### src/rtl/fan_fault_monitor.sv
module fan_fault_monitor #(
  parameter int TW = 13,
  parameter int DW = 16
) (
  input  logic          clk,
  input  logic          rst_n,
  input  logic [7:0]    cfg_valid,
  input  logic [7:0]    cfg_band_lo,
  input  logic [7:0]    cfg_band_hi,
  input  logic [TW-1:0] cfg_target,
  input  logic [1:0]    cfg_persist,
  input  logic          cfg_int_en,
  input  logic [DW-1:0] drive_word,
  input  logic          fsc_active,
  input  logic [TW-1:0] tach_count,
  input  logic          tach_valid,
  input  logic          spinup_busy,
  input  logic          spinup_end,
  input  logic          fail_clr,
  output logic          stall_pulse,
  output logic          spin_retry,
  output logic          target_ignored,
  output logic          drive_fail,
  output logic          irq
);
  localparam int LOWB = TW - 8;
  localparam int CW   = 7;

  logic [TW-1:0] thr, band, last_count, eval_count;
  logic [TW:0]   limit;
  logic [CW-1:0] cnt, need;
  logic          armed, hit, qual, set_fail;

  // threshold fills unused low bits with ones
  assign thr            = {cfg_valid, {LOWB{1'b1}}};
  assign target_ignored = cfg_target > thr;


  assign band  = {cfg_band_hi, cfg_band_lo[7 -: LOWB]};
  assign limit = {1'b0, cfg_target} + {1'b0, band};
  assign hit   = {1'b0, tach_count} > limit;
  assign armed = fsc_active && (&drive_word[DW-1:DW-8]) && (cfg_persist != 2'b00);
  assign qual  = armed && tach_valid && hit;


  always_comb begin
    case (cfg_persist)
      2'b01:   need = CW'(16);
      2'b10:   need = CW'(32);
      2'b11:   need = CW'(64);
      default: need = '0;
    endcase
  end
  assign set_fail = qual && (cnt >= need - CW'(1));

  // prefer a reading strobed in the same cycle
  assign eval_count = tach_valid ? tach_count : last_count;

  always_ff @(posedge clk or negedge rst_n) begin
    if (!rst_n) begin
      last_count  <= '0;
      stall_pulse <= 1'b0;
      spin_retry  <= 1'b0;
      cnt         <= '0;
      drive_fail  <= 1'b0;
    end else begin
      if (tach_valid) last_count <= tach_count;
      stall_pulse <= tach_valid && !spinup_busy && (tach_count > thr);
      spin_retry  <= spinup_end && (eval_count > thr);
      if (!armed || (tach_valid && !hit)) cnt <= '0;
      else if (qual && cnt < need)        cnt <= cnt + CW'(1);
      if (set_fail)      drive_fail <= 1'b1;
      else if (fail_clr) drive_fail <= 1'b0;
    end
  end

  assign irq = drive_fail & cfg_int_en;
endmodule


### config.mk
export PLATFORM = sky130hd
export DESIGN_NAME = fan_fault_monitor
export DESIGN_NICKNAME = d
export VERILOG_FILES = /design/src/rtl/fan_fault_monitor.sv
export SDC_FILE = /design/constraint.sdc
export NUM_CORES = 1
export LEC_CHECK = 0
export ABC_AREA = 1
export BUFFER_PORTS_ARGS = -buffer_cell sky130_fd_sc_hd__buf_2
export CAP_MARGIN = 20
export CELL_PAD_IN_SITES_DETAIL_PLACEMENT = 0
export CELL_PAD_IN_SITES_GLOBAL_PLACEMENT = 2
export CORE_AREA = 8 8 102 104
export CTS_BUF_LIST = sky130_fd_sc_hd__clkbuf_4
export DETAILED_ROUTE_END_ITERATION = 16
export DIE_AREA = 0 0 110 112
export HOLD_SLACK_MARGIN = 0.08
export PLACE_DENSITY_LB_ADDON = 0.1
export SLEW_MARGIN = 5
export SYNTH_ARGS = -nofsm -noshare
export SYNTH_HDL_FRONTEND = slang
export SYNTH_SLANG_ARGS = --single-unit
### constraint.sdc
create_clock -name clk -period 2.9 [get_ports clk]
set_input_delay 0.29 -clock clk [delete_from_list [all_inputs] [get_ports clk]]
set_output_delay 0.29 -clock clk [all_outputs]
set_load 0.02 [all_outputs]
==> reports/metrics.cfg <==
[die]
placeableCoreArea_um2=8890
floorplan.die.height_um=112
placementRows=35
floorplan.initialDensity_pct=30.6
fp.dieArea_um2=12300
io-pin-count=81
die_width_um=110

[cells_and_area]
final_nets=597
instances_no_fill=568
antenna_cells_inserted=0
most_common_library_cell_in_the_layout_ignoring_fill_and_taps=sky130_fd_sc_hd__nand2_1
drive_above_1_share_pct=26.5
commonest_non_fill_non_tap_cells_in_the_layout=sky130_fd_sc_hd__nand2_1, sky130_fd_sc_hd__buf_2, sky130_fd_sc_hd__ha_1
area.growth.synth_to_final_pct=25.9

[global_route]
total_routing_usage_gr_pct=12.3
grt_antenna_before_repair=0
largest_net_degree_at_the_start_of_global_routing=24
grt_pass1_wl_um=12400
grt_remaining_overflow=0
via_count_of_the_first_global_routing_pass=2657

[sta]
rsz0062_at_grt=false
final-setup-viol-count=0
number_of_pins_with_negative_max_slew_slack_in_the_final_report=0
maxSlewHeadroom_pct=64.7
fin_crit_sh_pct=92.6
skew_ns=0.00405
final_hold_viol_count=0
max_freq_mhz=372
final.min_clock_period_ns=2.69
worstMarginPinSlew_ns=0.530

[detailed_routing]
detailroute.via_count=2609
drt-vias-per-instance=4.59
drcViolationCount=0
drt-pass1-iter-count=4
drt_iter0_drc=63
wl_um=7490
wl_per_cell_um=13.2
final_antenna_net_count=0

[worst_setup_path]
cp_data_required_time_ns=3.16
rr_worst_depth=9
crit_path_dat_ns=2.95
timing.critical_path.buf_inv=1
worstSetupPathType=input port to register
worst_setup_path_start_kind=input port
library_cell_appearing_most_often_on_the_critical_path=sky130_fd_sc_hd__nand2_1
ff2ff_setup_slack_ns=0.97
timing.critical_path.to_type=register
slowest_delay_ns=0.39
slowest_stage=sky130_fd_sc_hd__fa_1
critical_path.cell_chain=buf_2 > ha_1 > fa_1 > nand4_1 > and3_1 > o21ai_2 > a21oi_1 > xor2_1 > ha_1 > nand2_1 > nor3_2 > nand2_1 > nand2_1 > nand2_1 > nand2_1 > nand3_2 > nor2_4 > nand3_1 > nand2_1
cp_num_cells=19
top_family_by_delay_on_critical_path=simple AND/OR/NAND/NOR gates
crit_fanout=8

[clock_tree]
tritoncts=done
clock_tree.htree_level_count=1
cts_buffers=3
clockBufferDepth=2
clock_latency_ns=0.31
numClockSinks=23
clk_root_buffer_cell=sky130_fd_sc_hd__clkbuf_4
clk_transition_reported_paths_ns=0.13

[synthesis]
netlist_instances=361
ys_ff_latch=23
asyncSetResetFlopFracSynth_pct=100
number_of_enable_type_register_cells_in_the_synthesized_netlist=0
synth_warn=0
synth_top_flop_cell=sky130_fd_sc_hd__dfrtp_1
synth_nets=500
syn-cell-area_um2=2720
synth_sequential_area_ratio_pct=21.1
post_synth_num_cell_types=36
synth.avg_cell_area_um2=7.54

[placed_design]
place.port_buffers=69
numPlacedInstances=563
dp.final_hpwl_um=6600
globalplace.congestion=0.734

[outcome]
outcome=finished, final reports clean

[power]
leakagePower_nw=1.93
total_power_mw=0.991
power_per_cell_area_nw_per_um2=289
power.ir.vdd_worst_v=0.000114

[min_path]
hold_depth=2
worstHoldPathType=input port to register

[run]
maxCapViolations=0

[power by group]
group	internal [mW]	switching (mW)
Combinational	0.218	0.270
Sequential	0.338	0.00460
Clock	0.0631	0.0963
Total	0.620	0.371
[area by class of cell]
| type | count | area [um^2] |
|---|---|---|
| Fill cell | 976 | 5460 |
| Multi-Input combinational cell | 292 | 1980 |
| Sequential cell | 23 | 576 |
| Timing Repair Buffer | 95 | 543 |
| Inverter | 43 | 161 |
| Tap cell | 111 | 139 |
| Clock buffer | 4 | 30.0 |
[state kept, by name (all words and copies together) (netlist names)]
| register | cells |
|---|---|
| spin_retry | 1 |
| drive_fail | 1 |
| cnt | 7 |
| stall_pulse | 1 |
| last_count | 13 |
[timing repair]
| action | 4_1_cts | 5_1_grt |
|---|---|---|
| buffers inserted | 0 | 0 |
| hold buffers | 1 | 0 |
| resized for setup | 0 | 2 |
| endpoints found under the hold margin | 23 | 0 |
| endpoints found under the setup margin | 0 | 8 |
[logic make-up (layout without fill, tap and decap cells)]
group / count (synthesis) / in the layout / share of synthesized area, %
compound gates: 52 / 52 / 11.4
fa+ha+maj: 63 / 63 / 29.2
xor+xnor: 16 / 16 / 5.15
buf+inv: 46 / 142 / 6.48
simple gates: 161 / 161 / 26.6
flops: 23 / 23 / 21.1
[layer usage]
layer / track usage [%] / wire (um) / share of wire, %
met5: 0 / 0 / 0
met4: 2.70 / 62 / 0.83
met3: 0.982 / 281 / 3.8
met2: 19.2 / 3320 / 44
met1: 17.8 / 3830 / 51
[Yosys cell counts, drive strengths merged (4+ instances only)]
cell type / number / area [um^2]
a21oi: 27 / 139
inv: 43 / 161
o21ai: 12 / 67.6
ha: 62 / 776
nor3: 5 / 35.0
dfrtp: 23 / 576
a21o: 4 / 30.0
xor2: 10 / 87.6
nand2: 101 / 382
nand3: 21 / 110
xnor2: 6 / 52.6
nor2: 17 / 83.8
nand4: 8 / 50.1
[worst register-to-register path, stage by stage (launching register included)]
cell and delay, ns:
sky130_fd_sc_hd__dfrtp_1 0.46, sky130_fd_sc_hd__ha_1 0.34, sky130_fd_sc_hd__nand2_1 0.08, sky130_fd_sc_hd__nand2_1 0.06, sky130_fd_sc_hd__a31oi_2 0.42, sky130_fd_sc_hd__inv_1 0.08
sky130_fd_sc_hd__nand4_1 0.12, sky130_fd_sc_hd__nand2_2 0.12, sky130_fd_sc_hd__nand3_1 0.11, sky130_fd_sc_hd__nand2_1 0.05
[through the flow]
step | instance area [um^2] | util (%) | worst slack, ns | setup TNS (ns) | hold WS, ns
2_1_floorplan | 2720 | - | 0.189 | 0 | -0.00559
3_3_place_gp | 3380 | 38.0 | -0.190 | -1.49 | 0.301
3_5_place_dp | 3380 | 38.0 | -0.228 | -1.78 | 0.303
4_1_cts | 3420 | 38.5 | 0.107 | 0 | 0.110
5_1_grt | 3430 | 38.6 | 0.0122 | 0 | 0.106
6_report | 3430 | 38.6 | 0.214 | 0 | 0.122
[worst paths after layout]
check	startpoint	end
setup / recovery	cfg_band_lo[3]	cnt[6]$_DFFE_PN0P_
min in group asynchronous	rst_n	last_count[10]$_DFF_PN0_
hold reg to reg	last_count[0]$_DFF_PN0_	last_count[0]$_DFF_PN0_
max in group asynchronous	rst_n	spin_retry$_DFF_PN0_
hold / removal	fail_clr	drive_fail$_DFFE_PN0P_
setup reg to reg	cnt[6]$_DFFE_PN0P_	cnt[3]$_DFFE_PN0P_
No activity file was read; power rests on OpenSTA's default activity.
